`src/rtl/hcsa_pkg.sv`:
```
`timescale 1ns/1ps
package hcsa_pkg;

  // Width of duplicated stage k (k = 0 is the first stage after the low group).
  function automatic int sel_width(int grp, int tail0, int k);
    return grp + tail0 + k;
  endfunction

  // Lowest bit position of duplicated stage k.
  function automatic int sel_base(int grp, int tail0, int k);
    return grp + k * (grp + tail0) + (k * (k - 1)) / 2;
  endfunction

  // Total bits covered by low group, nsel growing stages and final group.
  function automatic int chain_width(int grp, int tail0, int nsel);
    return sel_base(grp, tail0, nsel) + grp;
  endfunction

  // Exclusive upper bit position of stage i (0 = low group, nsel+1 = final).
  function automatic int stage_top(int grp, int tail0, int nsel, int i);
    if (i == 0) return grp;
    if (i <= nsel) return sel_base(grp, tail0, i - 1) + sel_width(grp, tail0, i - 1);
    return chain_width(grp, tail0, nsel);
  endfunction

endpackage

```
`src/rtl/hcsa_cla.sv`:
```
`timescale 1ns/1ps
// Flat lookahead group: each carry is a sum of products of generate,
// propagate and the group carry-in, with no rippling between bits.
module hcsa_cla #(
  parameter int W = 4
) (
  input  logic [W-1:0] a,
  input  logic [W-1:0] b,
  input  logic         ci,
  output logic [W-1:0] s,
  output logic         co
);
  logic [W-1:0] gen;
  logic [W-1:0] prp;
  logic [W:0]   cy;

  assign gen = a & b;
  assign prp = a ^ b;

  always_comb begin
    logic acc;
    logic term;
    cy[0] = ci;
    for (int i = 0; i < W; i++) begin
      acc = ci;
      for (int k = 0; k <= i; k++) acc = acc & prp[k];
      for (int j = 0; j <= i; j++) begin
        term = gen[j];
        for (int k = j + 1; k <= i; k++) term = term & prp[k];
        acc = acc | term;
      end
      cy[i+1] = acc;
    end
  end

  assign s  = prp ^ cy[W-1:0];
  assign co = cy[W];
endmodule

```
`src/rtl/hcsa_ripple.sv`:
```
`timescale 1ns/1ps
// Ripple tail of full adders.
module hcsa_ripple #(
  parameter int W = 1
) (
  input  logic [W-1:0] a,
  input  logic [W-1:0] b,
  input  logic         ci,
  output logic [W-1:0] s,
  output logic         co
);
  logic [W:0] cy;
  assign cy[0] = ci;

  for (genvar i = 0; i < W; i++) begin : g_fa
    assign s[i]    = a[i] ^ b[i] ^ cy[i];
    assign cy[i+1] = (a[i] & b[i]) | (cy[i] & (a[i] ^ b[i]));
  end

  assign co = cy[W];
endmodule

```
`src/rtl/hcsa_select_stage.sv`:
```
`timescale 1ns/1ps
// One carry-select stage: lookahead group plus optional ripple tail, built
// for both assumed carries, then chosen by the real incoming carry.
module hcsa_select_stage #(
  parameter int GRP  = 4,
  parameter int TAIL = 1,
  localparam int SW  = GRP + TAIL
) (
  input  logic [SW-1:0] a,
  input  logic [SW-1:0] b,
  input  logic          ci,
  output logic [SW-1:0] s,
  output logic          co
);
  for (genvar v = 0; v < 2; v++) begin : g_cand
    logic [SW-1:0] cs;
    logic          cc;
    logic          grp_co;

    hcsa_cla #(.W(GRP)) u_cla (
      .a  (a[GRP-1:0]),
      .b  (b[GRP-1:0]),
      .ci (1'(v)),
      .s  (cs[GRP-1:0]),
      .co (grp_co)
    );

    if (TAIL > 0) begin : g_tail
      hcsa_ripple #(.W(TAIL)) u_rip (
        .a  (a[SW-1:GRP]),
        .b  (b[SW-1:GRP]),
        .ci (grp_co),
        .s  (cs[SW-1:GRP]),
        .co (cc)
      );
    end else begin : g_notail
      assign cc = grp_co;
    end
  end

  assign s  = ci ? g_cand[1].cs : g_cand[0].cs;
  assign co = ci ? g_cand[1].cc : g_cand[0].cc;
endmodule

```
`src/rtl/hcsa_adder64.sv`:
```
`timescale 1ns/1ps
module hcsa_adder64
  import hcsa_pkg::*;
#(
  parameter int WIDTH   = 64,
  parameter int GRP     = 4,
  parameter int TAIL0   = 1,
  parameter int NSEL    = 7,
  parameter bit OUT_REG = 1'b1
) (
  input  logic             clk,
  input  logic             rst_n,
  input  logic [WIDTH-1:0] a,
  input  logic [WIDTH-1:0] b,
  input  logic             cin,
  output logic [WIDTH-1:0] sum,
  output logic             cout
);
  localparam int NSTG    = NSEL + 2;
  localparam int TOP_LO  = sel_base(GRP, TAIL0, NSEL);

  logic [NSTG-1:0]  stage_co;
  logic [WIDTH-1:0] sum_c;

  // Lowest group: real carry-in, no duplication.
  hcsa_cla #(.W(GRP)) u_low (
    .a  (a[GRP-1:0]),
    .b  (b[GRP-1:0]),
    .ci (cin),
    .s  (sum_c[GRP-1:0]),
    .co (stage_co[0])
  );

  // Growing stages: lookahead group plus a tail one bit longer each time.
  for (genvar k = 0; k < NSEL; k++) begin : g_sel
    localparam int LO = sel_base(GRP, TAIL0, k);
    localparam int SW = sel_width(GRP, TAIL0, k);
    hcsa_select_stage #(.GRP(GRP), .TAIL(TAIL0 + k)) u_stage (
      .a  (a[LO +: SW]),
      .b  (b[LO +: SW]),
      .ci (stage_co[k]),
      .s  (sum_c[LO +: SW]),
      .co (stage_co[k+1])
    );
  end

  // Final group: lookahead only, selected by the chain carry.
  hcsa_select_stage #(.GRP(GRP), .TAIL(0)) u_top (
    .a  (a[TOP_LO +: GRP]),
    .b  (b[TOP_LO +: GRP]),
    .ci (stage_co[NSEL]),
    .s  (sum_c[TOP_LO +: GRP]),
    .co (stage_co[NSEL+1])
  );

  if (OUT_REG) begin : g_reg
    always_ff @(posedge clk or negedge rst_n) begin
      if (!rst_n) begin
        sum  <= '0;
        cout <= 1'b0;
      end else begin
        sum  <= sum_c;
        cout <= stage_co[NSTG-1];
      end
    end
  end else begin : g_comb
    assign sum  = sum_c;
    assign cout = stage_co[NSTG-1];
  end
endmodule

```
`config.mk`:
```
export PLATFORM = sky130hd
export DESIGN_NAME = hcsa_adder64
export DESIGN_NICKNAME = d
export VERILOG_FILES = /design/src/rtl/hcsa_pkg.sv /design/src/rtl/hcsa_cla.sv /design/src/rtl/hcsa_ripple.sv /design/src/rtl/hcsa_select_stage.sv /design/src/rtl/hcsa_adder64.sv
export SDC_FILE = /design/constraint.sdc
export NUM_CORES = 1
export LEC_CHECK = 0
export BUFFER_PORTS_ARGS = -buffer_cell sky130_fd_sc_hd__buf_2
export CAP_MARGIN = 20
export CORE_MARGIN = 1
export CORE_UTILIZATION = 55
export CTS_BUF_LIST = sky130_fd_sc_hd__clkbuf_4 sky130_fd_sc_hd__clkbuf_8
export DETAILED_ROUTE_END_ITERATION = 8
export PLACE_DENSITY = 0.87
export SYNTH_ARGS = -nofsm -noshare
export SYNTH_HDL_FRONTEND = slang
export SYNTH_HIERARCHICAL = 1
export SYNTH_SLANG_ARGS = --single-unit
```
`constraint.sdc`:
```
create_clock -name clk -period 0.8 [get_ports clk]
set_input_delay 0.16 -clock clk [delete_from_list [all_inputs] [get_ports clk]]
set_output_delay 0.16 -clock clk [all_outputs]
set_load 0.02 [all_outputs]
```
==> flow_summary.toml, run 1 <==
[power_and_ir_drop]
finalPower_w = 0.0196
irDropWorstVdd_mv = 1.10
power_leakage_nw = 5.77
power.density_nw_per_um2 = 1810

[worst_setup_path]
crit_path_start_kind = "input port"
slowest_delay_ns = 0.41
worstPathCellList = "buf_2 -> ha_1 -> o211ai_2 -> nand2_2 -> a21o_1 -> fa_2 -> inv_2 -> fa_2 -> inv_2 -> fa_2 -> fa_2 -> fa_2 -> fa_2 -> inv_2 -> fa_2 -> inv_2 -> mux2_4 -> mux2_4"
path_max_fanout = 5
critPathBufInv = 5
end_kind = "register"
crit_type = "input port to register"
critPathRequiredTime_ns = 1.05
crit_top_cell = "fa_2"
arrival_ns = 4.39
critPathLaunch = "a[50]"
path_delay_family = "adder cells"
cp_slowest_cell = "fa_2"

[worst_hold_path]
holdPathEnd = "sum[0]"
holdPathStages = 4
hold_class = "input port to register"
min-delay-start = "a[0]"

[cells_and_area]
syn_to_final_growth_pct = 53.1
utilization = 0.864
drive_gt1_frac = 0.565
layout.nets = 1283

[place]
place_hpwl_um = 13800
io_buffer_count = 195
place_congestion = 0.814

[timing]
tightest_slew_ns = 0.635
hold_viol = 0
layout_min_cycle_time_ns = 4.13
worst_slack_ns = -3.33
slew_headroom = 0.574
drv_slew = 0
timing.final.crit_share = 5.16
max_freq_mhz = 242
rsz0062_at_grt = "true"
setup_violations = 127

[floorplan]
initial_core_util = 0.564
die_area_um2 = 13300
rows = 41
die_h_um = 116
chipWidth_um = 116
ios = 196
core_um2 = 12600

[synthesis]
ys_types = 18
synthCells = 639
synthFlopType = "dfrtp_1"
synthTopCellsByCount = "inv_1 (172), ha_1 (85), fa_1 (73)"
synth_enable_flop_cells = 0
syn_area_um2 = 7090
synth_top_area_cell = "dfrtp_1"
ys_warn_count = 6
ys_ff_latch = 65
synthTopCellsByArea = "dfrtp_1 (23%), fa_1 (21%), ha_1 (15%)"
yosysSeqAreaShare = 0.229
synth.most_common_cell = "inv_1"
synth_top_area_share = 0.229
async_flop_share = 1.00
avgSynthCellArea_um2 = 11.1

[clocking]
clkSlewWorstSetupHoldPaths_ns = 0.09
cts-root-buf = "clkbuf_8"
cts_tree = "yes"
htree_levels = 3
cts_sinks = 65
cts_buffer_depth = 2
cts_buffers = 9

[outcome]
status = "finished, violations left"
violations = "negative setup slack"

[global_route]
grt_antenna_before_repair = 5
grt_pass1_wl_um = 31900
grt_max_degree = 35
track_usage = 0.322
grt-ovfl-total = 0
grt_pass1_vias = 6797

[detailed_routing]
vias_per_cell = 5.37
vias = 6301
dr.pass1.iters = 7
drc = 0
dr.first_iter.drc_count = 358
wl_um = 25400
final_antenna_net_count = 0
wl_per_cell_um = 21.7

[run]
maxCapViolCount = 0
-- power breakdown --
| group | internal [W] | switching (W) |
|---|---|---|
| Clock | 0.00155 | 0.00148 |
| Combinational | 0.00625 | 0.00549 |
| Sequential | 0.00423 | 0.000605 |
| Total | 0.0120 | 0.00757 |
-- worst max path at each step --
stage / endpoint / slack, ns / cells past startpoint
after floorplan: cout / -3.55 / 18
after global placement: cout / -3.50 / 19
after detailed placement: cout / -3.59 / 19
after CTS: cout / -3.01 / 19
after global routing: cout / -3.39 / 19
final: cout / -3.33 / 18
-- cells in the final DEF (no fill, tap or decap), types with 9 or more instances in the layout --
master and n:
buf_2 117, mux2_4 62, inv_1 148, fa_2 38
a21oi_1 9, conb_1 32, xor2_1 18, ha_1 49
a21o_1 17, o21a_1 17, buf_6 106, ha_4 32
inv_2 23, xnor2_1 31, nor2_2 16, buf_4 96
fa_1 35, nand2_1 11, dfrtp_1 65, clkbuf_8 10
o211ai_2 16
-- logic make-up after synthesis --
group                      count (synthesis)  synth area share
DFF                                       65             0.229
and+or+nand+nor                           34            0.0236
adders and majority gates                158             0.356
other                                     16           0.00847
xor gates and xnor gates                  51            0.0630
muxes                                     68             0.140
buffers and inverters                    179             0.102
AOI/OAI and AO/OA                         68            0.0773
-- flip-flops by register name, summed over array words and instances, names as in the netlist --
register  count
sum          64
cout          1
-- routing by layer --
metal	up-vias	share of wire	global-route usage	routed length [µm]
met5	-	0.00047	0.00741	12
met1	3051	0.31	0.301	7910
met4	2	0.078	0.219	1990
met2	430	0.52	0.615	13200
li1	2639	-	-	-
met3	179	0.091	0.0790	2310
-- timing repair --
item | in CTS | in global routing
endpoints found under the hold margin | 65 | 0
setup endpoints to repair | 128 | 128
cloned | 2 | 0
pin swaps | 45 | 37
resized for setup | 145 | 184
buffers inserted | 85 | 23
hold buffers | 1 | 0
-- final cells by class --
cell class	count	area, µm²
Antenna cell	3	7.51
Clock buffer	11	145
Clock inverter	5	55.1
Fill cell	546	1710
Inverter	172	653
Multi-Input combinational cell	411	5370
Sequential cell	65	1630
Tap cell	172	215
Timing Repair Buffer	335	2780
-- stage by stage --
step | cells | setup TNS, ns | setup WS (ns) | hold WS [ns] | cell area, µm²
finish | 1174 | -144.36 | -3.33 | 0.223 | 10900
detailed placement | 1111 | -156.94 | -3.59 | 0.143 | 9180
global placement | 1111 | -151.72 | -3.50 | 0.143 | 9180
floorplan | 655 | -141.79 | -3.55 | -0.136 | 7340
global route | 1174 | -148.78 | -3.39 | 0.234 | 10900
CTS | 1182 | -141.20 | -3.01 | 0.230 | 10400
(Power assumes the default switching activity.)
==> inputs of run 2 (changes only) <==
MAX_ROUTING_LAYER = met4   (was not set)
==> run 2 against run 1 <==
The run still ends with negative setup slack left. Combinational power barely moved. Final area fell by 0.15%. Routed wire length fell by 5.8%. First-iteration DRC count fell by 2.5%. Via count fell by 2.9%. Sequential cell count did not move. Non-clock buffer count fell by 1. Core utilization fell by 0.13 points. Total power fell by 1.3%. Die area did not move. Clock power barely moved.
==> flow_summary.toml, run 2 (synthesis results as in run 1) <==
[timing]
max_freq_mhz = 252
setup_violations = 127
rsz0062_at_grt = "true"
timing.final.crit_share = 4.95
hold_slack_ns = 0.224
hold_viol = 0
layout_min_cycle_time_ns = 3.96
worst_slack_ns = -3.16
drv_slew = 0

[worst_hold_path]
holdPathStages = 4
holdPathEnd = "sum[0]"
min-delay-start = "a[0]"
hold_class = "input port to register"

[cells_and_area]
layout.nets = 1282
final_common_cell = "inv_1"
stdcell_area_um2 = 10800
syn_to_final_growth_pct = 52.9
final_cell_mix = "inv_1 (147), buf_2 (117), buf_4 (101)"
reg_top3 = "sum x64, cout x1"
regMostFlops = "sum"
largest_reg_flops = 64
drive_gt1_frac = 0.566

[global_route]
grt_pass1_wl_um = 32000
grt-ovfl-total = 0
grt_pass1_vias = 6808
grt_antenna_before_repair = 3
track_usage = 0.334
grt_max_degree = 35

[place]
place_area_um2 = 9180
io_buffer_count = 195
place_congestion = 0.827
place_hpwl_um = 13800

[worst_setup_path]
crit_type = "input port to register"
crit_path_start_kind = "input port"
arrival_ns = 4.22
critPathLaunch = "a[50]"
end_kind = "register"
path_max_fanout = 5
critPathRequiredTime_ns = 1.05

[floorplan]
die_h_um = 116
rows = 41
chipWidth_um = 116
die_area_um2 = 13300
core_um2 = 12600
ios = 196
initial_core_util = 0.564

[detailed_routing]
vias = 6120
dr.first_iter.drc_count = 349
final_antenna_net_count = 0
wl_um = 24000
dr.pass1.iters = 4
wl_per_cell_um = 20.4
drc = 0
vias_per_cell = 5.22

[power_and_ir_drop]
power_leakage_nw = 5.75
irDropWorstVdd_mv = 1.10
power.density_nw_per_um2 = 1780

[clocking]
htree_levels = 3
cts_tree = "yes"
cts-root-buf = "clkbuf_8"
cts_buffer_depth = 2
cts_sinks = 65
cts_buffers = 9
clkSlewWorstSetupHoldPaths_ns = 0.09

[run]
maxCapViolCount = 0

[outcome]
violations = "negative setup slack"
status = "finished, violations left"
==> run 2: changes by cell type in the layout (fill, tap and decap cells not counted), sizes merged <==
cell | before | now
buf | 334 | 333
==> run 2: layout make-up <==
type | count | area, µm²
multi-input combinational | 411 | 5390
clock inverter | 5 | 55.1
tap | 172 | 215
inverter | 172 | 653
fill | 554 | 1730
clock buffer | 11 | 145
antenna | 3 | 7.51
sequential | 65 | 1630
timing repair buffer | 334 | 2750
==> run 2: timing repair <==
item / CTS / global route
endpoints found under the setup margin: 128 / 128
gates resized for setup: 145 / 184
hold buffers: 1 / 0
setup buffers: 85 / 18
gates cloned: 2 / 0
endpoints found under the hold margin: 65 / 0
pin swaps: 45 / 35
==> run 2: critical path: stages <==
cell      delay, ns
buf_2          0.12
ha_1           0.34
o211ai_2       0.10
nand2_2        0.09
a21o_1         0.18
fa_2           0.35
inv_2          0.09
fa_2           0.20
inv_2          0.06
fa_2           0.39
fa_2           0.40
fa_2           0.40
fa_2           0.38
inv_2          0.09
fa_2           0.20
inv_2          0.03
mux2_4         0.31
mux2_4         0.31
==> run 2: how the worst max path moves through the flow <==
| stage | to | slack, ns | cells after the start |
|---|---|---|---|
| after global routing | cout | -3.21 | 19 |
| after floorplan | cout | -3.55 | 18 |
| after global placement | cout | -3.50 | 19 |
| after detailed placement | cout | -3.59 | 19 |
| after CTS | cout | -3.01 | 19 |
| final | cout | -3.16 | 18 |
==> run 2: layer usage <==
metal,part of all wire,vias up,wire (µm),GRT usage
li1,-,2635,-,-
met1,0.32,3011,7640,0.303
met2,0.54,333,12900,0.616
met3,0.074,141,1780,0.0832
met4,0.069,0,1650,0.216
met5,0,-,0,-
==> run 2: report_power, final <==
part | internal [W] | leakage, nW | switching (W)
sequential | 0.00423 | 0.758 | 0.000583
combinational | 0.00621 | 4.90 | 0.00529
clock | 0.00155 | 0.0988 | 0.00147
total | 0.0120 | 5.75 | 0.00735
==> run 2: per-stage QoR <==
step | setup slack, ns | setup TNS (ns) | util | cells | total power [W]
floorplan | -3.55 | -141.79 | - | 655 | 0.0101
global placement | -3.50 | -151.72 | 0.731 | 1111 | 0.0127
detailed placement | -3.59 | -156.94 | 0.731 | 1111 | 0.0131
CTS | -3.01 | -141.20 | 0.828 | 1182 | 0.0172
global route | -3.21 | -148.79 | 0.863 | 1173 | 0.0202
finish | -3.16 | -143.01 | 0.863 | 1173 | 0.0193
